**config.mk**
```make
export PLATFORM = sky130hd
export DESIGN_NAME = row_cache_tracker
export DESIGN_NICKNAME = d
export VERILOG_FILES = /design/src/rtl/rct_pkg.sv /design/src/rtl/rct_bank.sv /design/src/rtl/rct_rdpipe.sv /design/src/rtl/row_cache_tracker.sv
export SDC_FILE = /design/constraint.sdc
export NUM_CORES = 1
export LEC_CHECK = 0
export ABC_AREA = 1
export BUFFER_PORTS_ARGS = -buffer_cell sky130_fd_sc_hd__buf_2
export CORE_ASPECT_RATIO = 1.25
export CORE_MARGIN = 2
export CORE_UTILIZATION = 47
export CTS_BUF_LIST = sky130_fd_sc_hd__clkbuf_4 sky130_fd_sc_hd__clkbuf_8
export DETAILED_ROUTE_END_ITERATION = 10
export GPL_ROUTABILITY_DRIVEN = 0
export GPL_TIMING_DRIVEN = 0
export SETUP_SLACK_MARGIN = 0.1
export SYNTH_ARGS = -nofsm -noshare
export SYNTH_HDL_FRONTEND = slang
export SYNTH_SLANG_ARGS = --single-unit
```
**constraint.sdc**
```tcl
create_clock -name clk_i -period 1.5 [get_ports clk_i]
set_input_delay 0 -clock clk_i [delete_from_list [all_inputs] [get_ports clk_i]]
set_output_delay 0 -clock clk_i [all_outputs]
set_load 0.05 [all_outputs]
```
**src/rtl/rct_pkg.sv**
```systemverilog
package rct_pkg;
  typedef enum logic [2:0] {
    OP_NOP  = 3'd0,
    OP_MRS  = 3'd1,
    OP_RD   = 3'd2,
    OP_RDAP = 3'd3,
    OP_WR   = 3'd4,
    OP_PRE  = 3'd5
  } op_e;

  typedef struct packed {
    logic hit;
    logic miss;
    logic act;
    logic load;
  } resp_t;
endpackage

```
**src/rtl/rct_bank.sv**
```systemverilog
module rct_bank
  import rct_pkg::*;
#(
  parameter int ROW_W  = 3,
  parameter int COL_W  = 2,
  parameter int DATA_W = 8
) (
  input  logic              clk_i,
  input  logic              rst_ni,
  input  logic              sel_i,
  input  op_e               op_i,
  input  logic [ROW_W-1:0]  row_i,
  input  logic [COL_W-1:0]  col_i,
  input  logic [DATA_W-1:0] wdata_i,
  input  logic              wt_mode_i,
  output resp_t             resp_o,
  output logic [DATA_W-1:0] rword_o
);
  localparam int ROWS = 1 << ROW_W;
  localparam int COLS = 1 << COL_W;

  logic              sa_open_q, ap_pend_q, tag_vld_q;
  logic [ROW_W-1:0]  sa_row_q, tag_row_q;
  logic [DATA_W-1:0] mem_q   [ROWS][COLS];
  logic [DATA_W-1:0] cache_q [COLS];

  logic is_rd, is_wr, sa_eff, tag_hit, sa_hit;
  resp_t resp;

  always_comb begin
    is_rd   = (op_i == OP_RD) || (op_i == OP_RDAP);
    is_wr   = (op_i == OP_WR);
    // a pending auto-precharge already counts as closed
    sa_eff  = sa_open_q && !ap_pend_q;
    tag_hit = tag_vld_q && (tag_row_q == row_i);
    sa_hit  = sa_eff && (sa_row_q == row_i);
    resp.hit  = sel_i && (is_rd || is_wr) && tag_hit;
    resp.miss = sel_i && (is_rd || is_wr) && !tag_hit;
    resp.act  = sel_i && ((is_rd && !tag_hit) || is_wr) && !sa_hit;
    resp.load = sel_i && ((is_rd && !tag_hit) || (is_wr && wt_mode_i));
    rword_o   = tag_hit ? cache_q[col_i] : mem_q[row_i][col_i];
    resp_o    = resp;
  end

  always_ff @(posedge clk_i or negedge rst_ni) begin
    if (!rst_ni) begin
      sa_open_q <= 1'b0;
      sa_row_q  <= '0;
      ap_pend_q <= 1'b0;
      tag_vld_q <= 1'b0;
      tag_row_q <= '0;
    end else begin
      if (ap_pend_q) begin
        sa_open_q <= 1'b0;
        ap_pend_q <= 1'b0;
      end
      if (resp.act) begin
        sa_open_q <= 1'b1;
        sa_row_q  <= row_i;
      end
      if (sel_i && op_i == OP_PRE) begin
        sa_open_q <= 1'b0;
        ap_pend_q <= 1'b0;
      end
      if (sel_i && op_i == OP_RDAP) ap_pend_q <= 1'b1;
      if (resp.load) begin
        tag_vld_q <= 1'b1;
        tag_row_q <= row_i;
      end
    end
  end

  always_ff @(posedge clk_i or negedge rst_ni) begin
    if (!rst_ni) begin
      for (int r = 0; r < ROWS; r++)
        for (int c = 0; c < COLS; c++) mem_q[r][c] <= '0;
      for (int c = 0; c < COLS; c++) cache_q[c] <= '0;
    end else begin
      if (sel_i && is_wr) mem_q[row_i][col_i] <= wdata_i;
      if (resp.load) begin
        for (int c = 0; c < COLS; c++)
          cache_q[c] <= (is_wr && COL_W'(c) == col_i) ? wdata_i : mem_q[row_i][c];
      end else if (resp.hit && is_wr) begin
        cache_q[col_i] <= wdata_i;
      end
    end
  end
endmodule

```
**src/rtl/rct_rdpipe.sv**
```systemverilog
module rct_rdpipe #(
  parameter int DATA_W = 8
) (
  input  logic              clk_i,
  input  logic              rst_ni,
  input  logic              rd_i,
  input  logic              cl2_i,
  input  logic [DATA_W-1:0] data_i,
  output logic              rvalid_o,
  output logic [DATA_W-1:0] rdata_o
);
  logic              s1_v, s1_cl2, s2_v;
  logic [DATA_W-1:0] s1_d, s2_d;

  always_ff @(posedge clk_i or negedge rst_ni) begin
    if (!rst_ni) begin
      s1_v   <= 1'b0;
      s1_cl2 <= 1'b0;
      s1_d   <= '0;
      s2_v   <= 1'b0;
      s2_d   <= '0;
    end else begin
      s1_v   <= rd_i;
      s1_cl2 <= cl2_i;
      s1_d   <= data_i;
      s2_v   <= s1_v && s1_cl2;
      s2_d   <= s1_d;
    end
  end

  // each read carries the latency in force when it was issued
  assign rvalid_o = s2_v || (s1_v && !s1_cl2);
  assign rdata_o  = s2_v ? s2_d : s1_d;
endmodule

```
**src/rtl/row_cache_tracker.sv**
```systemverilog
module row_cache_tracker
  import rct_pkg::*;
#(
  parameter int NUM_BANKS = 2,
  parameter int BANK_W    = (NUM_BANKS > 1) ? $clog2(NUM_BANKS) : 1,
  parameter int ROW_W     = 3,   // >= 2, mode bits ride on the row field
  parameter int COL_W     = 2,
  parameter int DATA_W    = 8
) (
  input  logic              clk_i,
  input  logic              rst_ni,
  input  logic              cmd_valid_i,
  input  logic [2:0]        cmd_op_i,
  input  logic [BANK_W-1:0] cmd_bank_i,
  input  logic [ROW_W-1:0]  cmd_row_i,
  input  logic [COL_W-1:0]  cmd_col_i,
  input  logic [DATA_W-1:0] cmd_wdata_i,
  output logic              hit_o,
  output logic              miss_o,
  output logic              act_o,
  output logic              load_o,
  output logic [1:0]        lat_o,
  output logic              rvalid_o,
  output logic [DATA_W-1:0] rdata_o
);
  op_e               op;
  logic              wt_q, cl2_q, is_rd;
  logic              sel   [NUM_BANKS];
  resp_t             resp  [NUM_BANKS];
  logic [DATA_W-1:0] rword [NUM_BANKS];
  resp_t             resp_any;
  logic [DATA_W-1:0] word;

  assign op    = op_e'(cmd_op_i);
  assign is_rd = cmd_valid_i && (op == OP_RD || op == OP_RDAP);

  for (genvar b = 0; b < NUM_BANKS; b++) begin : g_bank
    assign sel[b] = cmd_valid_i && (cmd_bank_i == BANK_W'(b));
    rct_bank #(
      .ROW_W (ROW_W),
      .COL_W (COL_W),
      .DATA_W(DATA_W)
    ) u_bank (
      .clk_i    (clk_i),
      .rst_ni   (rst_ni),
      .sel_i    (sel[b]),
      .op_i     (op),
      .row_i    (cmd_row_i),
      .col_i    (cmd_col_i),
      .wdata_i  (cmd_wdata_i),
      .wt_mode_i(wt_q),
      .resp_o   (resp[b]),
      .rword_o  (rword[b])
    );
  end

  always_comb begin
    resp_any = '0;
    word     = '0;
    for (int b = 0; b < NUM_BANKS; b++) begin
      resp_any = resp_any | resp[b];
      if (sel[b]) word = rword[b];
    end
  end

  always_ff @(posedge clk_i or negedge rst_ni) begin
    if (!rst_ni) begin
      wt_q   <= 1'b0;
      cl2_q  <= 1'b0;
      hit_o  <= 1'b0;
      miss_o <= 1'b0;
      act_o  <= 1'b0;
      load_o <= 1'b0;
      lat_o  <= 2'd0;
    end else begin
      if (cmd_valid_i && op == OP_MRS) begin
        wt_q  <= cmd_row_i[0];
        cl2_q <= cmd_row_i[1];
      end
      hit_o  <= resp_any.hit;
      miss_o <= resp_any.miss;
      act_o  <= resp_any.act;
      load_o <= resp_any.load;
      lat_o  <= is_rd ? (cl2_q ? 2'd2 : 2'd1) : 2'd0;
    end
  end

  rct_rdpipe #(.DATA_W(DATA_W)) u_rdpipe (
    .clk_i   (clk_i),
    .rst_ni  (rst_ni),
    .rd_i    (is_rd),
    .cl2_i   (cl2_q),
    .data_i  (word),
    .rvalid_o(rvalid_o),
    .rdata_o (rdata_o)
  );
endmodule

```
# Word level (Yosys, flattened, before mapping)

Index checks and enable logic that the tools add are counted.

Magnitude comparators: 4
Eq/ne operators: 12
Multiplexer cells: 53
Bitwise gates (word level): 4
Reduce and logical (&&, ||, !) cells: 60

Operator list:

| operator                                                                     | count |
|---|---|
| 256-bit bitwise mux                                                          | 2 |
| 32-bit 2-to-1 mux                                                            | 9 |
| 32-bit binary-select mux with 3-bit select                                   | 2 |
| 8-bit 2-to-1 mux                                                             | 22 |
| 32-bit demux with 3-bit select                                               | 1 |
| 8-bit binary-select mux with 2-bit select                                    | 4 |
| 32-bit bitwise mux                                                           | 2 |
| 1-bit logical AND                                                            | 41 |
| 8-bit demux with 2-bit select                                                | 1 |
| 3-bit == test                                                                | 4 |
| 1-bit 2-to-1 mux                                                             | 8 |
| 1-bit zero test                                                              | 7 |
| 1-bit logical OR                                                             | 7 |
| 3-bit by 2-bit == test with 1-bit output, second input constant              | 2 |
| 3-bit == test, second input constant                                         | 2 |
| 3-bit nonzero test                                                           | 2 |
| 2-bit == test, first input constant                                          | 2 |
| 4-bit greater-or-equal comparator, second input constant                     | 1 |
| 4-bit by 1-bit less-than comparator with 1-bit output, second input constant | 1 |
| 2-bit 2-to-1 mux                                                             | 2 |
| 3-bit inverter with 4-bit output                                             | 1 |
| 4-bit OR                                                                     | 1 |
| 2-bit nonzero test                                                           | 2 |
| 3-bit by 1-bit == test with 1-bit output, second input constant              | 1 |
| 6 further kinds                                                              | 6 |

Bits in registers: 621
Input port bits: 20
Output and inout port bits: 15
Logic and storage cells: 227

# Longest topological paths before layout

Depth in word-level cells: 10
Gate-level depth with buffers: 13
Mapped depth without buffers: 12

# Cells and area by module

A second synthesis with hierarchy kept.

Cells, all modules: 4202
Area, all modules: 31609.1 µm²

By module, submodules not included:

| module                       | instances | cells an instance | area an instance (µm²) | sequential area each (µm²) |
|---|---|---|---|---|
| rct_bank at g_bank[0].u_bank | 1         | 2050              | 15428.5                | 7432.1 |
| rct_bank at g_bank[1].u_bank | 1         | 2045              | 15169.5                | 7432.1 |
| rct_rdpipe                   | 1         | 50                | 599.3                  | 475.5 |
| row_cache_tracker            | 1         | 57                | 411.6                  | 200.2 |

# Least setup slack after synthesis

No wires, ideal clock.

Path kind: flip-flop to flip-flop
From: reg g_bank[1].u_bank.tag_row_q[2]
To: reg g_bank[1].u_bank.cache_q[18] (netlist name)
Library setup time: 0.113 ns
Data arrival time: 1.418 ns
Required time: 1.387 ns
Path slack: -0.030 ns
Stages on the path, launching flop included: 11
Path buffers: 1
Period minus slack after synthesis: 1.530 ns
Path through: dfrtp_1 xor2_1 nor2_1 nand2_1 nand2_1 nand2_1 nand2_2 clkbuf_1 nand3_1 nand2_1 inv_1

Word-level cells in the longest chain between the ends: 7
Elaborated cells on any way between the ends: 10
Those cells by class: eq/ne (1); mux (1); reduce/logical (8)

Ends and longest elaborated chain:

| element                                                        | RTL line       | text |
|---|---|---|
| start, declared                                                | rct_bank.sv:23 | `logic [ROW_W-1:0] sa_row_q, tag_row_q;` |
| start signal, assigned                                         | rct_bank.sv:68 | `tag_row_q <= row_i;` |
| 3-bit == test *                                                | rct_bank.sv:35 | `tag_hit = tag_vld_q && (tag_row_q == row_i);` |
| 1-bit logical AND *                                            | rct_bank.sv:35 |  |
| 1-bit zero test                                                | rct_bank.sv:40 | `resp.load = sel_i && ((is_rd && !tag_hit) \|\| (is_wr && wt_mode_i));` |
| 1-bit logical AND                                              | rct_bank.sv:40 |  |
| 1-bit logical OR                                               | rct_bank.sv:40 |  |
| 1-bit logical AND                                              | rct_bank.sv:40 |  |
| 32-bit 2-to-1 mux / 2-bit nonzero test (equally long branches) | n/a            |  |
| end signal, assigned by index                                  | rct_bank.sv:82 | `cache_q[c] <= (is_wr && COL_W'(c) == col_i) ? wdata_i : mem_q[row_i][c];` |
| end signal, assigned by index                                  | rct_bank.sv:84 | `cache_q[col_i] <= wdata_i;` |
| end, declared                                                  | rct_bank.sv:25 | `logic [DATA_W-1:0] cache_q [COLS];` |

Every way passes the cells marked *; elsewhere a longest branch is shown, timed or not.
A chain may end at the register's enable or synchronous reset.

# Worst setup path after layout

From: in cmd_row_i[0]
To: reg u_rdpipe.s1_d[6]

Word-level cells in the longest chain between the ends: 10
Elaborated cells on any way between the ends: 21
Those cells by class: eq/ne (2); mux (16); bitwise (1); reduce/logical (2)

Ends and longest elaborated chain:

| element                                                | RTL line                | text |
|---|---|---|
| start, declared                                        | row_cache_tracker.sv:15 | `input logic [ROW_W-1:0] cmd_row_i,` |
| 3-bit inverter with 4-bit output (not written as such) | rct_bank.sv:41          | `rword_o = tag_hit ? cache_q[col_i] : mem_q[row_i][col_i];` |
| 32-bit binary-select mux with 3-bit select             | rct_bank.sv:41          |  |
| 32-bit 2-to-1 mux (not written as such) (2 in a row)   | rct_bank.sv:41          |  |
| 8-bit binary-select mux with 2-bit select              | rct_bank.sv:41          |  |
| 8-bit 2-to-1 mux (not written as such) (2 in a row)    | rct_bank.sv:41          |  |
| 8-bit 2-to-1 mux                                       | rct_bank.sv:41          |  |
| 8-bit 2-to-1 mux                                       | row_cache_tracker.sv:62 | `if (sel[b]) word = rword[b];` |
| 8-bit 2-to-1 mux *                                     | row_cache_tracker.sv:62 |  |
| named net u_rdpipe.data_i[6]                           | rct_rdpipe.sv:8         | `input logic [DATA_W-1:0] data_i,` |
| end signal, assigned                                   | rct_rdpipe.sv:25        | `s1_d <= data_i;` |
| end, declared                                          | rct_rdpipe.sv:13        | `logic [DATA_W-1:0] s1_d, s2_d;` |

Mark *: on every way through the listed nets, which the timed path passes. The rest lies on a longest branch. The select of a mux whose other input is x is not followed.

==> flow_metrics.py <==
metrics = {
    "floorplanning": {
        "ioPinCount": 35,
        "fp.dieW_um": 235,
        "dieHeight_um": 293,
        "design.core.area_sq_um": 65800,
        "num_rows": 105,
        "initial_utilization": 0.476,
        "dieArea_sq_um": 68700,
    },
    "worst_setup_path": {
        "max_stage_delay_ns": 0.37,
        "crit_arrival_ns": 2.50,
        "cp_slowest_cell": "buf_2",
        "path_delay_family": "simple AND/OR/NAND/NOR gates",
        "cp-end-kind": "register",
        "cp_num_buf_inv": 4,
        "r2r_slack_ns": -0.31,
        "cp.required_ns": 2.14,
        "startpoint_type": "input port",
        "regToRegEndpoint": "u_rdpipe.s1_d[6]$_DFF_PN0_",
        "critPathMaxFanout": 10,
        "reg2reg_from": "g_bank[1].u_bank.mem_q[86]$_DFFE_PN0P_",
        "reg2reg_depth": 10,
        "crit_chain": "buf_2 > buf_4 > buf_2 > buf_2 > nand2_1 > nand3_1 > nand2_2 > nor2_4 > nor2_1 > nor2_4 > nand3_2 > nand2_1 > nand2_1",
        "crit_type": "in -> reg",
    },
    "sta": {
        "hold_viol": 391,
        "setup_slack_ns": -0.354,
        "fin_crit_ns": 1.85,
        "max_freq_ghz": 0.539,
        "finalMaxSlewViolations": 0,
        "finalSetupViolCount": 99,
        "fin_crit_sh": 1.24,
        "slew-limit-headroom": 0.0631,
        "worst_hold_slack_ns": -0.706,
        "worstMarginPinSlew_ns": 1.41,
        "finClkSkew_ns": 0.0409,
        "rsz0062_at_grt": "true",
    },
    "power_and_ir_drop": {
        "worst_ir_drop_vdd_mv": 0.650,
        "p_leak_nw": 18.8,
        "power-per-cell-area_nw_per_um2": 1110,
        "total_power_mw": 41.8,
    },
    "logic_synthesis": {
        "yosysUniqueCellTypes": 39,
        "syn_avg_cell_area_sq_um": 7.49,
        "yosys_register_bits": 621,
        "syn_area_sq_um": 31300,
        "yosys_warnings": 0,
        "synth_seq_area_share": 0.496,
        "netlist_instances": 4180,
        "syn-num-nets": 4200,
    },
    "global_route": {
        "grt.total_usage": 0.381,
        "grt_pass1_vias": 28500,
        "grt_max_degree": 118,
        "antenna_found_initial": 4,
        "grt-ovfl-total": 0,
        "grt_pass1_wl_mm": 191,
    },
    "placed_design": {
        "hpwl_mm": 91.7,
        "preCtsSetupSlack_ns": -1.44,
        "place.detailed.instances": 5073,
        "port-buffer-count": 32,
    },
    "detailed_routing": {
        "drt-total-wl_mm": 131,
        "ant_nets": 0,
        "route.detailed.drc": 0,
        "routedWlPerCell_um": 24.7,
        "viasPerCell": 5.64,
        "firstDrtPassIters": 6,
        "first_iter_violations": 3535,
        "num_vias": 30000,
    },
    "cells_and_area": {
        "fin_nets": 4409,
        "final_common_cell": "nand2_1",
        "fin_cells": 5319,
        "drive_gt1_frac": 0.193,
        "syn_to_final_growth_pct": 20.5,
        "final_cell_mix": "1190 x nand2_1, 620 x dfrtp_1, 435 x inv_1",
    },
    "status": {
        "status": "finished with violations",
        "failed_checks": "negative hold slack, negative setup slack",
    },
    "clock_network": {
        "cts-root-buf": "clkbuf_8",
        "clk_path_buf_depth": 3,
        "cts.sinks": 621,
        "clk_pin_slew_ns": 0.06,
        "cts_tree": "built",
        "cts_htree_levels": 3,
        "numCtsBuffers": 102,
        "clk_latency_ns": 0.77,
    },
    "flow_run": {
        "cap_viol_max_count": 0,
    },
    "hold_path": {
        "holdCritPathClass": "in -> async",
    },
}
==> how the worst max path moves through the flow <==
stage,slack (ns),end,start,cells past startpoint
after floorplan,0.06,g_bank[0].u_bank.cache_q[23]$_DFFE_PN0P_,g_bank[0].u_bank.tag_row_q[2]$_DFFE_PN0P_,8
after global placement,-13.03,g_bank[1].u_bank.mem_q[133]$_DFFE_PN0P_,rst_ni,1
after detailed placement,-1.44,u_rdpipe.s1_d[1]$_DFF_PN0_,cmd_row_i[0],13
after CTS,-0.19,g_bank[1].u_bank.cache_q[9]$_DFFE_PN0P_,g_bank[1].u_bank.tag_row_q[2]$_DFFE_PN0P_,11
after global routing,-0.37,g_bank[1].u_bank.cache_q[16]$_DFFE_PN0P_,g_bank[1].u_bank.tag_row_q[1]$_DFFE_PN0P_,12
final,-0.35,u_rdpipe.s1_d[6]$_DFF_PN0_,cmd_row_i[0],13
==> cell usage after synthesis (all sizes together) <==
cell type | number | area [sq um]
a211oi | 1 | 7.51
a21oi | 5 | 32.5
clkinv | 6 | 28.8
o211ai | 48 | 360
nand3 | 363 | 1820
buf | 161 | 965
nand4 | 14 | 87.6
o21bai | 3 | 22.5
a21boi | 1 | 11.3
inv | 453 | 1700
clkbuf | 106 | 398
and3 | 1 | 6.26
o21ai | 630 | 3150
dfrtp | 621 | 15500
xor2 | 3 | 26.3
a22oi | 16 | 120
nand2 | 1345 | 5330
nor3 | 11 | 71.3
nor2 | 356 | 1390
o22ai | 5 | 31.3
or2 | 30 | 188
xnor2 | 1 | 8.76
==> area by class of cell <==
cell class	count	area (sq um)
tap	856	1070
sequential	621	15500
inverter	459	1800
buffer	264	1710
antenna	1	2.50
timing repair buffer	105	1200
fill	6256	28100
clock buffer	165	2050
clock inverter	12	114
timing repair inverter	2	20.0
multi-input combinational	2834	14200
==> per-stage QoR <==
| stage | utilization | setup TNS [ns] | area, sq um |
|---|---|---|---|
| 2_1_floorplan | - | 0 | 31400 |
| 3_3_place_gp | 0.496 | -8335.98 | 32700 |
| 3_5_place_dp | 0.498 | -359.04 | 32800 |
| 4_1_cts | 0.557 | -21.86 | 36700 |
| 5_1_grt | 0.573 | -27.27 | 37700 |
| 6_report | 0.573 | -18.36 | 37700 |
==> worst register-to-register path, cell delays in order (launching register included) <==
cell and delay [ns]:
dfrtp_1 0.46, inv_1 0.08, nand2_1 0.05, nand3_1 0.08
nand2_1 0.09, nor2_4 0.19, nor2_1 0.10, nor2_4 0.33
nand3_2 0.17, nand2_1 0.10, nand2_1 0.06
==> flip-flops by register name (all words and copies together), names as in the netlist, 2 cells and up <==
signal	cells
g_bank.u_bank.sa_open_q	2
lat_o	2
g_bank.u_bank.tag_row_q	6
u_rdpipe.s2_d	8
g_bank.u_bank.mem_q	512
g_bank.u_bank.cache_q	64
g_bank.u_bank.sa_row_q	6
g_bank.u_bank.ap_pend_q	2
g_bank.u_bank.tag_vld_q	2
u_rdpipe.s1_d	8
==> report_power, final <==
group | switching (mW) | leakage [nW] | total (mW) | internal [mW]
combinational | 4.80 | 9.10 | 6.98 | 2.17
sequential | 0.783 | 8.49 | 18.6 | 17.9
clock | 7.37 | 1.15 | 16.2 | 8.79
==> metal layers <==
layer	part of all wire	wire [um]	vias to the layer above	GRT usage
met5	0.00027	35	-	0
met4	0.092	12100	4	0.293
met3	0.10	13200	522	0.0986
met2	0.44	57200	1602	0.574
met1	0.37	48800	14300	0.469
li1	-	-	13600	-
==> cell families (layout without fill, tap and decap cells) <==
kind of cell | after synthesis | count (layout) | synth area share
simple gates | 2120 | 2121 | 0.284
other cells | 0 | 1 | 0
compound gates | 709 | 709 | 0.119
flops | 621 | 621 | 0.496
buf+inv | 726 | 1007 | 0.0989
xor+xnor | 4 | 4 | 0.00112
==> what timing repair did <==
action / CTS / global route
setup buffers: 21 / 15
cloned: 14 / 2
endpoints found under the hold margin: 358 / 110
pin swaps: 40 / 77
hold buffers: 18 / 4
resized for setup: 317 / 259
endpoints found under the setup margin: 125 / 602
No activity file was read; power rests on OpenSTA's default activity.
